===== src/rtl/rx_afl_pkg.sv =====
// Shared sizes and the per-byte CRC step used for the hash index.
// Assumes frames carry the destination address in their first bytes.
package rx_afl_pkg;
    localparam int DA_BYTES = 6;
    localparam int BYTE_W   = 8;
    localparam int DA_W     = DA_BYTES * BYTE_W;
    localparam int CRC_W    = 32;
    localparam int HIDX_W   = 6;
    localparam int HREG_W   = 32;
    localparam int CNT_W    = $clog2(DA_BYTES + 1);
    localparam logic [CRC_W-1:0] CRC_POLY_REV = 32'hEDB88320;

    // Fold one byte into a reflected CRC-32, least significant bit first.
    function automatic logic [CRC_W-1:0] crc_step(input logic [CRC_W-1:0] c,
                                                  input logic [BYTE_W-1:0] b);
        logic [CRC_W-1:0] r;
        r = c ^ {{(CRC_W-BYTE_W){1'b0}}, b};
        for (int k = 0; k < BYTE_W; k++) begin
            r = r[0] ? ((r >> 1) ^ CRC_POLY_REV) : (r >> 1);
        end
        return r;
    endfunction
endpackage


===== src/rtl/rx_afl_collect.sv =====
// Gathers the destination bytes of a frame and runs the CRC over them.
// Raises done for one cycle after the last destination byte, or after an
// early end-of-frame (with short set). Idle until the next start marker.
module rx_afl_collect
    import rx_afl_pkg::*;
(
    input  logic              clk,
    input  logic              rst_n,
    input  logic              byte_vld,
    input  logic [BYTE_W-1:0] byte_data,
    input  logic              byte_sof,
    input  logic              byte_eof,
    output logic [DA_W-1:0]   da_q,
    output logic [CRC_W-1:0]  crc_q,
    output logic              done_q,
    output logic              short_q
);
    logic [CNT_W-1:0] cnt_q;
    logic [CNT_W-1:0] pos;
    logic             take;
    logic             last_da;
    logic [CRC_W-1:0] crc_base;

    // Position of the incoming byte; a start marker forces position 0.
    always_comb begin
        pos      = byte_sof ? '0 : cnt_q;
        take     = byte_vld && (byte_sof || (cnt_q < CNT_W'(DA_BYTES)));
        last_da  = (pos == CNT_W'(DA_BYTES - 1));
        crc_base = byte_sof ? {CRC_W{1'b1}} : crc_q;
    end

    // Byte counter, address shift register, CRC and completion pulses.
    always_ff @(posedge clk) begin
        if (!rst_n) begin
            cnt_q   <= CNT_W'(DA_BYTES);
            da_q    <= '0;
            crc_q   <= {CRC_W{1'b1}};
            done_q  <= 1'b0;
            short_q <= 1'b0;
        end else begin
            done_q  <= 1'b0;
            short_q <= 1'b0;
            if (take) begin
                da_q  <= {da_q[DA_W-BYTE_W-1:0], byte_data};
                crc_q <= crc_step(crc_base, byte_data);
                cnt_q <= pos + 1'b1;
                if (last_da) begin
                    done_q <= 1'b1;
                end else if (byte_eof) begin
                    done_q  <= 1'b1;
                    short_q <= 1'b1;
                    cnt_q   <= CNT_W'(DA_BYTES);
                end
            end
        end
    end


    sixth_byte_done_chk: assert property (@(posedge clk) disable iff (!rst_n)
        (take && last_da) |=> (done_q && !short_q));


    idle_after_done_chk: assert property (@(posedge clk) disable iff (!rst_n)
        done_q |-> (cnt_q == CNT_W'(DA_BYTES)));


    short_needs_eof_chk: assert property (@(posedge clk) disable iff (!rst_n)
        short_q |-> $past(byte_eof && byte_vld));
endmodule


===== src/rtl/rx_afl_match.sv =====
// Decides whether a collected destination misses: broadcast first, then
// hash lookup (group bit or individual hashing), then station compare.
// Purely combinational; inputs must be stable while done is high.
module rx_afl_match
    import rx_afl_pkg::*;
(
    input  logic [DA_W-1:0]   da,
    input  logic [CRC_W-1:0]  crc,
    input  logic              short_frame,
    input  logic [15:0]       sta_addr_hi,
    input  logic [31:0]       sta_addr_lo,
    input  logic [HREG_W-1:0] hash_lo,
    input  logic [HREG_W-1:0] hash_hi,
    input  logic              bcast_reject,
    input  logic              ia_hash_en,
    output logic              miss
);
    localparam int IDX_LO_W = $clog2(HREG_W);

    logic [DA_W-1:0]     sta;
    logic [DA_BYTES-1:0] byte_eq;
    logic [HIDX_W-1:0]   hidx;
    logic                hash_hit;
    logic                is_bcast;
    logic                group;

    assign sta = {sta_addr_hi, sta_addr_lo};

    // One comparator per destination byte, byte 0 in the top lane.
    for (genvar g = 0; g < DA_BYTES; g++) begin : g_cmp
        assign byte_eq[g] = (da[DA_W-1-g*BYTE_W -: BYTE_W] ==
                             sta[DA_W-1-g*BYTE_W -: BYTE_W]);
    end

    // Hash index from the top CRC bits; its MSB picks the register.
    always_comb begin
        hidx     = crc[CRC_W-1 -: HIDX_W];
        hash_hit = hidx[HIDX_W-1] ? hash_hi[hidx[IDX_LO_W-1:0]]
                                  : hash_lo[hidx[IDX_LO_W-1:0]];
        is_bcast = &da;
        group    = da[DA_W-BYTE_W];
    end

    // Ordered selection of the match path.
    always_comb begin
        if (short_frame)               miss = 1'b1;
        else if (is_bcast)             miss = bcast_reject;
        else if (group || ia_hash_en)  miss = !hash_hit;
        else                           miss = !(&byte_eq);
    end
endmodule


===== src/rtl/rx_addr_filter.sv =====
// Receive destination-address filter top. Collects the first six bytes of
// a frame, classifies the destination and presents a one-cycle decision.
// Assumes mode, address and hash inputs are stable in the decision cycle.
module rx_addr_filter
    import rx_afl_pkg::*;
(
    input  logic        clk,
    input  logic        rst_n,
    input  logic        byte_vld,
    input  logic [7:0]  byte_data,
    input  logic        byte_sof,
    input  logic        byte_eof,
    input  logic [15:0] sta_addr_hi,
    input  logic [31:0] sta_addr_lo,
    input  logic [31:0] hash_lo,
    input  logic [31:0] hash_hi,
    input  logic        bcast_reject,
    input  logic        ia_hash_en,
    input  logic        promisc_en,
    output logic        dec_valid,
    output logic        dec_accept,
    output logic        dec_miss
);
    logic [DA_W-1:0]  da_q;
    logic [CRC_W-1:0] crc_q;
    logic             done_q;
    logic             short_q;
    logic             miss;

    rx_afl_collect u_collect (
        .clk       (clk),
        .rst_n     (rst_n),
        .byte_vld  (byte_vld),
        .byte_data (byte_data),
        .byte_sof  (byte_sof),
        .byte_eof  (byte_eof),
        .da_q      (da_q),
        .crc_q     (crc_q),
        .done_q    (done_q),
        .short_q   (short_q)
    );

    rx_afl_match u_match (
        .da           (da_q),
        .crc          (crc_q),
        .short_frame  (short_q),
        .sta_addr_hi  (sta_addr_hi),
        .sta_addr_lo  (sta_addr_lo),
        .hash_lo      (hash_lo),
        .hash_hi      (hash_hi),
        .bcast_reject (bcast_reject),
        .ia_hash_en   (ia_hash_en),
        .miss         (miss)
    );

    // Decision outputs, qualified by the strobe.
    always_comb begin
        dec_valid  = done_q;
        dec_miss   = done_q && miss;
        dec_accept = done_q && (!miss || promisc_en);
    end


    drop_when_strict_chk: assert property (@(posedge clk) disable iff (!rst_n)
        (dec_valid && dec_miss && !promisc_en) |-> !dec_accept);


    hit_accepted_chk: assert property (@(posedge clk) disable iff (!rst_n)
        (dec_valid && !dec_miss) |-> dec_accept);


    bcast_follows_ctrl_chk: assert property (@(posedge clk) disable iff (!rst_n)
        (dec_valid && !short_q && (&da_q)) |-> (dec_miss == bcast_reject));


    short_is_miss_chk: assert property (@(posedge clk) disable iff (!rst_n)
        (dec_valid && short_q) |-> (dec_miss && (dec_accept == promisc_en)));


    quiet_outputs_chk: assert property (@(posedge clk) disable iff (!rst_n)
        !dec_valid |-> (!dec_accept && !dec_miss));
endmodule


===== config.mk =====
export PLATFORM = sky130hd
export DESIGN_NAME = rx_addr_filter
export DESIGN_NICKNAME = d
export VERILOG_FILES = /design/src/rtl/rx_afl_pkg.sv /design/src/rtl/rx_afl_collect.sv /design/src/rtl/rx_afl_match.sv /design/src/rtl/rx_addr_filter.sv
export SDC_FILE = /design/constraint.sdc
export NUM_CORES = 1
export LEC_CHECK = 0
export CAP_MARGIN = 30
export CORE_ASPECT_RATIO = 0.9
export CORE_MARGIN = 5
export CORE_UTILIZATION = 45
export DETAILED_ROUTE_END_ITERATION = 6
export GPL_TIMING_DRIVEN = 0
export PLACE_DENSITY_LB_ADDON = 0.1
export SETUP_SLACK_MARGIN = 0.05
export SLEW_MARGIN = 15
export SYNTH_ARGS = -nofsm -noshare
export SYNTH_HDL_FRONTEND = slang
export SYNTH_SLANG_ARGS = --single-unit

===== constraint.sdc =====
create_clock -name clk -period 4.02 [get_ports clk]
set_clock_uncertainty 0.15 [all_clocks]
set_input_delay 0.804 -clock clk [delete_from_list [all_inputs] [get_ports clk]]
set_output_delay 0.804 -clock clk [all_outputs]
set_load 0.01 [all_outputs]

# Word level (Yosys, flattened, before mapping)
# Index checks and enable logic that the tools add are counted.
# op_classes
eq_ne	7
reduce_logical	13
order_cmp	2
n_addsub	1
bitwise	11
n_mux	22
# op_table
cell	n
32-bit two-way mux	9
13-bit inverter with 14-bit output	8
8-bit equality test	6
48-bit AND reduction	1
32-bit by 8-bit XOR with 32-bit output	1
1-bit binary-select mux with 5-bit select	2
3-bit two-way mux	3
1-bit two-way mux	8
5-bit by 6-bit < comparator with 1-bit output, second input constant	1
6-bit AND reduction	1
3-bit by 1-bit adder with 3-bit output, second input constant	1
3-bit equality test, second input constant	1
1-bit logical AND	3
1-bit logical NOT	3
1-bit logical OR	3
3-bit < comparator, second input constant	1
3-bit OR reduction	1
1-bit inverter	2
2-bit AND reduction	1
# word_totals
elab_cells	61
ff_bits	85
in_bits	128
output_inout_bits	3

# Longest topological paths before layout
# logic_depth
depth_word	18
mapped_depth	10
depth_no_buf	9

# Cells and area by module
# Synthesis repeated with hierarchy kept, for this count alone.
# unflattened
cells_unflattened	625
hier_area_um2	5381.4
# by_module_without_submodules
module	area_per_inst_um2	seq_area_each_um2	cells_each	instances
rx_afl_collect	4141.5	1701.6	490	1
rx_afl_match	1222.4	0.0	132	1
rx_addr_filter	17.5	0.0	3	1

# Worst setup path after synthesis
# OpenSTA, ideal clock, no wires.
# synth_path
path_type	in2out
from	input port hash_hi[23]
to	output port dec_miss
t_arrival_ns	2.218
path_slack_ns	0.848
path_stages	6
required_ns	3.066
path_buffers	0
path_cell_list	mux4_2 -> o221ai_1 -> a21oi_1 -> o31ai_1 -> nor3_1 -> a211oi_1
# synth_via
elab_chain_cells	8
# synth_lines
element	line_no	text
start, declared	rx_addr_filter.sv:16	input logic [31:0] hash_hi,
1-bit binary-select mux with 5-bit select	rx_afl_match.sv:38	hash_hit = hidx[HIDX_W-1] ? hash_hi[hidx[IDX_LO_W-1:0]]
1-bit two-way mux (implied by the code)	rx_afl_match.sv:38	
1-bit two-way mux	rx_afl_match.sv:38	
1-bit logical NOT	rx_afl_match.sv:48	else if (group || ia_hash_en) miss = !hash_hit;
1-bit two-way mux	rx_afl_match.sv:48	
1-bit two-way mux	rx_afl_match.sv:47	else if (is_bcast) miss = bcast_reject;
1-bit two-way mux	rx_afl_match.sv:46	if (short_frame) miss = 1'b1;
1-bit logical AND	rx_addr_filter.sv:59	dec_miss = done_q && miss;
end, declared	rx_addr_filter.sv:22	output logic dec_miss
# No other way between the ends. The select of a mux whose other input is x is not followed.

# Worst setup path after layout
# layout_path
from	input port hash_lo[21]
to	output port dec_miss
# layout_via
elab_chain_cells	8
# layout_lines
element	line_no	text
start, declared	rx_addr_filter.sv:15	input logic [31:0] hash_lo,
1-bit binary-select mux with 5-bit select	rx_afl_match.sv:39	: hash_lo[hidx[IDX_LO_W-1:0]];
1-bit two-way mux (implied by the code)	rx_afl_match.sv:39	
1-bit two-way mux	rx_afl_match.sv:38	
1-bit logical NOT	rx_afl_match.sv:48	
1-bit two-way mux	rx_afl_match.sv:48	
1-bit two-way mux	rx_afl_match.sv:47	
1-bit two-way mux	rx_afl_match.sv:46	
1-bit logical AND	rx_addr_filter.sv:59	
# No other way between the ends. The select of a mux whose other input is x is not followed.

==> qor.txt <==
Post-synth EDFFs -> 0
Pwr Density -> 370.4 nW/um2
hold depth -> 2
Max rail drop VDD -> 0.2687 mV
Placement Rows -> 37
met2 track demand over resource -> 0.3490
worst skew pair latency -> 0.34 ns
CTS tree -> done
post-synthesis register bit count -> 85
Net Sw Power -> 0.0008021 W
Net Sw Frac -> 0.3019
family with the most delay on the worst path -> buffers and inverters
CTS buffer count -> 9
WHS Endpoint -> u_collect.cnt_q[0]
Final min period -> 3.846 ns
r2r startpoint -> u_collect.crc_q[0]
worst-path maximum fanout -> 2
# DRC -> 0
initial drt markers -> 425
Inst Count DP -> 899
WP data arrival -> 2.89 ns
Initial DRT Pass Iterations -> 5
gr usage total -> 0.2330
Filler cells -> 996
fmax -> 260.0 MHz
Worst Tran Pin Value -> 0.8657 ns
Post-DP Area -> 6832 um2
initial core utilization -> 0.4636
combinational share of power -> 0.328
FF+latch area -> 1702 um2
DIE HEIGHT -> 113.6 um
sequential power share -> 0.352
Setup CP Type -> input pin to output port
reg2reg end -> u_collect.crc_q[23]
Slew headroom -> 0.4187
asr flop ratio synth -> 0
slack of the worst reg-to-reg path -> 1.64 ns
outcome -> complete, no violations
Worst Path Buf+Inv -> 3
clock power share -> 0.320
met3 Usage GRT -> 0.06554
Crit-path slowest cell -> mux4_2
routed wire length -> 16610 um
clk sinks -> 85
Post-Syn Area -> 5365 um2
Max stage delay on crit path -> 0.46 ns
worst reg2reg path depth -> 7
Pleak -> 2.589 nW
Yosys Warn Count -> 0
Setup violations, final -> 0
GR Layer Usage met1 -> 0.3335
IO Count -> 131
post-layout util -> 0.6197
min-delay src -> u_collect.cnt_q[0]
post-route cell area -> 7172 um2
GR peak layer -> met2
Mapped Nets -> 746
synthesized instance count -> 616
area of the multi-input gates -> 3481 um2
startpoint types -> input pin
initial antenna violation count -> 0
H-tree levels -> 3
final cell count without fillers -> 916
GRT overflow -> 0
sequential area share after synthesis -> 0.3172
die area -> 14210 um2
Hold Vio Cnt, Final -> 0
unrepaired setup endpoints after global routing -> no
Final GP Congestion -> 0.9400
root buffer cell -> clkbuf_16
HPWL reported at the end of detailed placement -> 12920 um
Int Pwr -> 0.001855 W
WP data required -> 3.07 ns
final antenna-violating net count -> 0
nets@finish -> 885
vias in the first global route -> 4946
period utilization -> 0.9567
Reg clk slew, reported paths -> 0.07 ns
P&R area growth vs syn -> 33.68%
Setup WS post-layout -> 0.1739 ns
max_cap viols -> 0
share of cells above drive strength 1 -> 0.08158
Clock Tree Buf Depth -> 2
synth unique cells -> 44
CP Cell Sequence -> clkdlybuf4s50_1 -> mux4_2 -> mux2i_2 -> a211oi_2 -> nor4_2 -> buf_4 -> nor3_1 -> a211oi_1 -> buf_2
worst slack, placed -> -0.2799 ns
Hold Crit Class -> flop to flop
Avg Cell Area, Syn -> 8.710 um2
Top FF cell, synth -> dfxtp_1
Vias per Instance -> 5.451
Worst setup EP type -> output port
DR vias -> 4993
worst-case hold slack -> 0.3102 ns
drt wl/cell -> 18.13 um
PortBufs -> 127
first-pass GRT wire length -> 26830 um
max-slew violations -> 0
n_diodes -> 0
Die Wd -> 125.1 um
Core ar. -> 11570 um2
largest net degree at the start of global routing -> 17
## metrics by stage
step	power, W	TNS [ns]
finish	0.002657	0
global route	0.002773	0
CTS	0.002666	0
detailed placement	0.001808	-0.4888
global placement	0.001796	-0.5054
floorplan	0.001542	0
## layout by cell type (no fill, tap or decap), types with 6 or more instances in the layout
| cell | instances |
|---|---|
| clkbuf_1 | 27 |
| xor2_1 | 25 |
| inv_1 | 6 |
| xnor2_1 | 88 |
| a21boi_0 | 49 |
| dfxtp_1 | 85 |
| nor2_1 | 39 |
| xnor2_2 | 7 |
| clkbuf_16 | 9 |
| nand4_1 | 21 |
| mux4_2 | 13 |
| nor4_1 | 9 |
| o211ai_1 | 31 |
| nor2b_1 | 7 |
| clkdlybuf4s50_1 | 121 |
| nand2_1 | 139 |
## metal layers
metal,vias to the layer above,part of all wire
met5,-,0
met2,206,0.44
met4,0,0.013
met3,18,0.083
met1,2386,0.47
li1,2383,-
## synthesized netlist by cell type, types with 2 or more instances
| cell type | instances | area, um2 |
|---|---|---|
| nor3_1 | 2 | 10.01 |
| buf_6 | 2 | 22.52 |
| xnor2_1 | 88 | 770.7 |
| xnor3_1 | 5 | 112.6 |
| xnor2_2 | 7 | 113.9 |
| nand2_1 | 139 | 521.8 |
| xor2_1 | 25 | 219.0 |
| nand2b_1 | 4 | 25.02 |
| nor2_1 | 39 | 146.4 |
| and2_1 | 2 | 12.51 |
| o31ai_1 | 2 | 15.01 |
| o211ai_1 | 31 | 232.7 |
| mux2_2 | 2 | 22.52 |
| a21boi_0 | 49 | 367.9 |
| a2111oi_0 | 4 | 35.03 |
| o22ai_1 | 3 | 18.77 |
| a211oi_1 | 3 | 22.52 |
| a31oi_1 | 2 | 12.51 |
| nor2b_1 | 7 | 43.79 |
| nor2_2 | 2 | 12.51 |
| buf_1 | 4 | 15.01 |
| mux2i_1 | 5 | 50.05 |
| a21oi_1 | 2 | 10.01 |
| buf_4 | 3 | 22.52 |
| ha_1 | 2 | 25.02 |
| nor4_1 | 10 | 62.56 |
| xnor2_4 | 2 | 55.05 |
| o21ai_1 | 2 | 10.01 |
| mux4_2 | 13 | 292.8 |
| clkbuf_1 | 28 | 105.1 |
| dfxtp_1 | 85 | 1702 |
| inv_1 | 6 | 22.52 |
| buf_2 | 4 | 20.02 |
| o21ai_0 | 2 | 10.01 |
| nand4_1 | 21 | 131.4 |
## repair_timing
item                                    4_1_cts  5_1_grt
endpoints found under the setup margin        2        2
buffers inserted                              1        0
hold buffers                                  0        0
hold endpoints to repair                      0        0
pin swaps                                     2        4
resized for setup                             3       16
## kinds of logic (layout without fill, tap and decap cells)
family	count (synthesis)	in the layout	share of synthesized area
and+or+nand+nor	229	229	0.1835
xor gates and xnor gates	129	129	0.2444
AOI/OAI and AO/OA	104	104	0.1434
DFF	85	85	0.3172
buffers and inverters	47	191	0.03871
muxes	20	20	0.06810
adders and majority gates	2	2	0.004663
## registers in the layout (all words and copies together) (netlist names)
name	flops
u_collect.da_q	48
u_collect.done_q	1
u_collect.cnt_q	3
u_collect.short_q	1
u_collect.crc_q	32
## tightest hold or removal path, delay by kind of cell (launching register included)
family | cells | cell delay, ns
AO/OA/AOI/OAI | 1 | 0.06
AND/OR/NAND/NOR | 1 | 0.04
flip-flops | 1 | 0.30
## area by class of cell
| cell class | count | share of cell area |
|---|---|---|
| Buffer | 41 | 0.02599 |
| Inverter | 6 | 0.003140 |
| Tap cell | 156 | 0.02722 |
| Multi-Input combinational cell | 484 | 0.4853 |
| Clock inverter | 7 | 0.01134 |
| Clock buffer | 9 | 0.03140 |
| Sequential cell | 85 | 0.2373 |
| Timing Repair Buffer | 128 | 0.1783 |
## worst max path at each step
stage | startpoint | to | slack, ns | cells after the start
after global placement | hash_lo[31] | dec_miss | -0.28 | 8
after global routing | hash_lo[21] | dec_miss | 0.05 | 9
final | hash_lo[21] | dec_miss | 0.17 | 9
after detailed placement | hash_lo[31] | dec_miss | -0.28 | 8
after floorplan | hash_hi[23] | dec_miss | 0.85 | 6
after CTS | hash_lo[31] | dec_miss | 0.02 | 9
## power groups by stage
stage	registers [W]	logic (W)	clock network, W
detailed placement	0.000952	0.000855	0
global placement	0.000951	0.000844	0
floorplan	0.000938	0.000603	0
finish	0.000936	0.000870	0.000851
global route	0.000940	0.000939	0.000894
CTS	0.000934	0.000865	0.000867
No activity file was read; power rests on OpenSTA's default activity.
